===== src/rtl/ptp_snap_pkg.sv =====
package ptp_snap_pkg;

  localparam int N_KIND = 7;
  localparam int CODE_W = 4;

  // kind indices inside a capture mask
  localparam int K_SYNC   = 0;
  localparam int K_DREQ   = 1;
  localparam int K_PDREQ  = 2;
  localparam int K_PDRESP = 3;
  localparam int K_FUP    = 4;
  localparam int K_DRESP  = 5;
  localparam int K_PDFUP  = 6;

  typedef logic [N_KIND-1:0] kind_mask_t;

  typedef enum logic [CODE_W-1:0] {
    MT_SYNC   = 4'h0,
    MT_DREQ   = 4'h1,
    MT_PDREQ  = 4'h2,
    MT_PDRESP = 4'h3,
    MT_FUP    = 4'h8,
    MT_DRESP  = 4'h9,
    MT_PDFUP  = 4'hA
  } msg_code_e;

  function automatic logic [CODE_W-1:0] kind_code(input int k);
    case (k)
      K_SYNC:   kind_code = MT_SYNC;
      K_DREQ:   kind_code = MT_DREQ;
      K_PDREQ:  kind_code = MT_PDREQ;
      K_PDRESP: kind_code = MT_PDRESP;
      K_FUP:    kind_code = MT_FUP;
      K_DRESP:  kind_code = MT_DRESP;
      default:  kind_code = MT_PDFUP;
    endcase
  endfunction

endpackage


===== src/rtl/ptp_kind_decode.sv =====
module ptp_kind_decode
  import ptp_snap_pkg::*;
(
  input  logic [CODE_W-1:0] code,
  output kind_mask_t        hit
);

  for (genvar k = 0; k < N_KIND; k++) begin : g_kind
    assign hit[k] = (code == kind_code(k));
  end

endmodule


===== src/rtl/ptp_mode_table.sv =====
module ptp_mode_table
  import ptp_snap_pkg::*;
(
  input  logic [1:0]  sel,
  input  logic        master,
  input  logic        event_only,
  input  kind_mask_t  hit,
  output logic        qualify
);

  kind_mask_t allow;
  kind_mask_t role_evt;

  always_comb begin
    // the one-step event message that belongs to the selected role
    role_evt = '0;
    if (master) role_evt[K_DREQ] = 1'b1;
    else        role_evt[K_SYNC] = 1'b1;

    allow = '0;
    case (sel)
      2'd0: begin
        if (event_only) begin
          allow = role_evt;
        end else begin
          allow[K_SYNC]  = 1'b1;
          allow[K_DREQ]  = 1'b1;
          allow[K_FUP]   = 1'b1;
          allow[K_DRESP] = 1'b1;
        end
      end
      2'd1: begin
        if (event_only) begin
          allow           = role_evt;
          allow[K_PDREQ]  = 1'b1;
          allow[K_PDRESP] = 1'b1;
        end else begin
          allow = '1;
        end
      end
      2'd2: begin
        allow[K_SYNC] = 1'b1;
        allow[K_DREQ] = 1'b1;
      end
      default: begin
        allow[K_PDREQ]  = 1'b1;
        allow[K_PDRESP] = 1'b1;
      end
    endcase
  end

  assign qualify = |(allow & hit);

endmodule


===== src/rtl/ptp_snap_capture.sv =====
module ptp_snap_capture #(
  parameter int TS_W   = 64,
  parameter int CODE_W = 4
) (
  input  logic              clk,
  input  logic              rst_n,
  input  logic              strobe,
  input  logic              qualify,
  input  logic [CODE_W-1:0] code,
  input  logic [TS_W-1:0]   ts,
  input  logic              ack,
  output logic              vld,
  output logic [TS_W-1:0]   ts_q,
  output logic [CODE_W-1:0] code_q,
  output logic              ovf
);

  logic vld_d, ovf_d;
  logic pending, take, clash;

  always_comb begin
    pending = vld & ~ack;
    take    = strobe & qualify & ~pending;
    clash   = strobe & qualify &  pending;

    vld_d = vld;
    if (take)     vld_d = 1'b1;
    else if (ack) vld_d = 1'b0;

    ovf_d = ovf;
    if (clash)    ovf_d = 1'b1;
    else if (ack) ovf_d = 1'b0;
  end

  always_ff @(posedge clk or negedge rst_n) begin
    if (!rst_n) begin
      vld <= 1'b0;
      ovf <= 1'b0;
    end else begin
      vld <= vld_d;
      ovf <= ovf_d;
    end
  end

  // payload register, loaded only on an accepted capture
  always_ff @(posedge clk or negedge rst_n) begin
    if (!rst_n) begin
      ts_q   <= '0;
      code_q <= '0;
    end else if (take) begin
      ts_q   <= ts;
      code_q <= code;
    end
  end

endmodule


===== src/rtl/ptp_snap_filter.sv =====
module ptp_snap_filter
  import ptp_snap_pkg::*;
#(
  parameter int TS_W = 64
) (
  input  logic              clk,
  input  logic              rst_n,
  input  logic              msg_vld,
  input  logic [3:0]        msg_type,
  input  logic [1:0]        cfg_sel,
  input  logic              cfg_master,
  input  logic              cfg_event_only,
  input  logic [TS_W-1:0]   ts_in,
  input  logic              cap_ack,
  output logic              cap_vld,
  output logic [TS_W-1:0]   cap_ts,
  output logic [3:0]        cap_type,
  output logic              cap_ovf
);

  kind_mask_t hit;
  logic       qualify;

  ptp_kind_decode u_dec (
    .code (msg_type),
    .hit  (hit)
  );

  ptp_mode_table u_mode (
    .sel        (cfg_sel),
    .master     (cfg_master),
    .event_only (cfg_event_only),
    .hit        (hit),
    .qualify    (qualify)
  );

  ptp_snap_capture #(.TS_W(TS_W), .CODE_W(CODE_W)) u_cap (
    .clk     (clk),
    .rst_n   (rst_n),
    .strobe  (msg_vld),
    .qualify (qualify),
    .code    (msg_type),
    .ts      (ts_in),
    .ack     (cap_ack),
    .vld     (cap_vld),
    .ts_q    (cap_ts),
    .code_q  (cap_type),
    .ovf     (cap_ovf)
  );

endmodule


===== config.mk =====
export PLATFORM = sky130hd
export DESIGN_NAME = ptp_snap_filter
export DESIGN_NICKNAME = d
export VERILOG_FILES = /design/src/rtl/ptp_snap_pkg.sv /design/src/rtl/ptp_kind_decode.sv /design/src/rtl/ptp_mode_table.sv /design/src/rtl/ptp_snap_capture.sv /design/src/rtl/ptp_snap_filter.sv
export SDC_FILE = /design/constraint.sdc
export NUM_CORES = 1
export LEC_CHECK = 0
export ABC_AREA = 1
export BUFFER_PORTS_ARGS = -buffer_cell sky130_fd_sc_hd__buf_2
export CAP_MARGIN = 10
export CORE_ASPECT_RATIO = 1.75
export CORE_MARGIN = 4
export CORE_UTILIZATION = 49
export CTS_CLUSTER_SIZE = 28
export DETAILED_ROUTE_END_ITERATION = 16
export MAX_ROUTING_LAYER = met4
export PLACE_DENSITY = 0.93
export SLEW_MARGIN = 20
export SYNTH_ARGS = -nofsm -noshare
export SYNTH_HDL_FRONTEND = slang
export SYNTH_SLANG_ARGS = --single-unit

===== constraint.sdc =====
create_clock -name clk -period 3.2 [get_ports clk]
set_input_delay 0.48 -clock clk [delete_from_list [all_inputs] [get_ports clk]]
set_output_delay 0.48 -clock clk [all_outputs]
set_load 0.01 [all_outputs]

==> Implementation_results.wiki <==
{| class="wikitable"
! Metric !! Value
|-
| Register share of total power || 47.5%
|-
| Final Skew || 0.007873 ns
|-
| Final antenna diode count || 0
|-
| Largest stage delay on the critical path || 0.48 ns
|-
| Worst-Margin Slew || 0.8600 ns
|-
| Maximum operating frequency || 570.3 MHz
|-
| Final setup slack of the worst path || 1.446 ns
|-
| TritonCTS buffer count || 9
|-
| Core footprint || 0.005879 mm^2
|-
| Cell with the biggest individual delay on the critical path || sky130_fd_sc_hd__nand3_2
|-
| DRC violation count after routing || 0
|-
| I/O Buffers || 145
|-
| Number of global-route vias before repair || 2864
|-
| Per-cell via count in the routed design || 5.403
|-
| Die Y-Extent || 110.6 um
|-
| Most frequent cells in the layout || sky130_fd_sc_hd__buf_2 (145), sky130_fd_sc_hd__nand2_1 (143), sky130_fd_sc_hd__dfrtp_1 (70)
|-
| Worst Path Class, Setup || primary input to register
|-
| Relative slew slack || 42.67%
|-
| Number of rows created at floorplan || 37
|-
| Number of DRC markers after the initial detailed-route iteration || 303
|-
| Run status || complete, no violations
|-
| Fraction of layout instances using a drive strength above 1 || 36.34%
|-
| Design internal power || 1.752 mW
|-
| Count of cells resized by post-cts repair || 0
|-
| DP Cell Count || 528
|-
| Unique cell type count in the Yosys netlist || 19
|-
| HPWL Detailed || 5452 um
|-
| TritonCTS clock tree || built
|-
| Highest signal layer in the routed design || met4
|-
| Final #Nets || 537
|-
| Total number of H-tree levels || 3
|-
| Pin count of the biggest net entering global routing || 71
|-
| Ratio of total power to cell area || 664.8 mW/mm^2
|-
| Post-CTS setup repair buffer count || 0
|-
| Fraction of power spent switching nets || 32.03%
|-
| Net Count, Synth || 404
|-
| WL per Instance || 15.14 um
|-
| Number of standard cells in the final layout excluding fillers || 543
|-
| Count of fill cells added during filler insertion || 503
|-
| Setup TNS after final layout || 0 ns
|-
| Mean area per synthesized cell || 8.987 um^2
|-
| Setup WS pre-CTS || 1.097 ns
|-
| Number of pins with negative max-slew slack in the final report || 0
|-
| Buffers and inverters on the worst path || 3
|-
| Proportion of power drawn by combinational gates || 25.9%
|-
| Die outline area || 0.007370 mm^2
|-
| Post-route fraction of the period consumed by the critical path || 54.80%
|-
| GRT Residual Overflow || 0
|-
| RePlAce Congestion || 0.7554
|-
| FF+latch count, synth || 70
|-
| Most common library cell in the layout ignoring fill and taps || sky130_fd_sc_hd__buf_2
|-
| Sinks on the clock net || 70
|-
| RSZ-0062 raised after global routing || false
|-
| GRT Resource Usage Total || 23.90%
|-
| Finish-stage setup viols || 0
|-
| Met1 WL || 2811 um
|-
| Max-capacitance violation count || 0
|-
| Worst Path Arrival || 1.98 ns
|-
| Routed WL || 8221 um
|-
| Worst skew pair latency || 0.34 ns
|-
| End-of-flow core utilization || 65.93%
|-
| Cell count after synthesis || 328
|-
| Final antenna-violating net count || 0
|-
| Final min period || 1.754 ns
|-
| # IOs || 146
|-
| Required time of the worst setup path || 3.43 ns
|-
| Cell seen most often among critical-path stages || sky130_fd_sc_hd__nand2_1
|-
| Crit-path leading delay family || simple AND/OR/NAND/NOR gates
|-
| Clk pin slew, worst setup/hold paths || 0.07 ns
|-
| Total length of routed met3 wires || 604 um
|-
| First drt pass iteration count || 6
|-
| Switching power total || 825.5 uW
|-
| Kind of launch point of the worst setup path || primary input
|-
| Worst Hold Margin || 0.3269 ns
|-
| Initial antenna violation count || 0
|-
| Cts-stage hold buffer count || 0
|-
| Root cell of the clock tree || sky130_fd_sc_hd__clkbuf_8
|-
| Crit path cell chain || buf_2, nand2_1, inv_1, nor2_1, nand2_1, nor2_4, nand3_2, buf_12, nand2_1, nand2_1
|-
| Register area share after synthesis || 59.42%
|-
| Clock Power Share || 26.6%
|-
| Critical-path maximum fanout || 40
|-
| Max rail drop VDD || 0.4394 mV
|-
| Buffer levels on the longest clock path || 2
|-
| Hold Violations, Final || 0
|-
| Met2 layer wire length in the routed design || 4562 um
|-
| Overall via count from detail_route || 2934
|-
| DIE WIDTH || 66.63 um
|-
| Type of element capturing the critical path || register
|-
| Synth warn || 0
|-
| Area of the mapped netlist || 0.002948 mm^2
|-
| Initial core utilization || 50.14%
|-
| Hold crit path type || primary input to async pin
|-
| Leakage dissipation || 2.267 nW
|-
| Global-route wire length before repair || 13380 um
|-
| Synthesis-to-layout area growth || 31.49%
|}
[cells by family after synthesis]
logic type | synth area share (%)
buffers and inverters | 5.687
DFF | 59.42
AOI/OAI and AO/OA | 0.7640
and+or+nand+nor | 34.13
[path summary, 6_finish.rpt]
check | from | endpoint | slack, ns | depth (start not counted)
min | rst_n | u_cap.ts_q[49] | 0.33 | 2
max | msg_type[3] | u_cap.ts_q[40] | 1.45 | 10
max reg2reg | u_cap.vld | u_cap.ts_q[40] | 1.51 | 7
min reg2reg | u_cap.ts_q[21] | u_cap.ts_q[21] | 0.47 | 2
max in group asynchronous | rst_n | u_cap.code_q[1] | 2.31 | 2
min in group clk | cap_ack | u_cap.ovf | 0.34 | 2
[layout make-up]
class | count | area (um^2) | area share (%)
clock buffers | 11 | 141.4 | 3.648
clock inverters | 4 | 47.55 | 1.227
inverters | 9 | 33.78 | 0.8715
multi-input cells | 221 | 1028 | 26.53
flip-flops and latches | 70 | 1752 | 45.19
well taps | 78 | 97.59 | 2.518
repair buffers | 150 | 775.7 | 20.01
[routing by layer]
| layer | GRT usage (%) | vias up |
|---|---|---|
| met5 | - | - |
| met4 | 10.85 | 0 |
| met3 | 5.392 | 24 |
| met2 | 39.72 | 151 |
| met1 | 26.60 | 1398 |
| li1 | - | 1361 |
[cell usage after synthesis, drive strengths merged]
cell | n | share of area [%]
a21boi | 1 | 0.25
a21oi | 1 | 0.17
buf | 20 | 3.5
clkbuf | 8 | 1.0
clkinv | 1 | 0.13
dfrtp | 70 | 59
inv | 8 | 1.0
nand2 | 143 | 18
nand3 | 3 | 0.85
nand4 | 67 | 14
nor2 | 3 | 0.64
o21ai | 2 | 0.34
or2 | 1 | 0.21
[power by group through the flow]
stage          clock (mW)  sequential, mW  combinational, mW
5_1_grt             0.739            1.25              0.746
6_report            0.684            1.23              0.667
3_5_place_dp            0            1.24              0.675
2_1_floorplan           0            1.34              0.215
4_1_cts             0.706            1.22              0.677
3_3_place_gp            0            1.23              0.646
[flip-flops by register name, indices dropped and copies added (netlist names)]
signal        count
u_cap.code_q      4
u_cap.ovf         1
u_cap.ts_q       64
u_cap.vld         1
[metrics by stage]
step,total power [mW],instance area [um^2]
after floorplan,1.554,2948
after global placement,1.875,3687
after detailed placement,1.913,3687
after CTS,2.606,3876
after global routing,2.734,3876
final,2.577,3876
(Power assumes the default switching activity.)
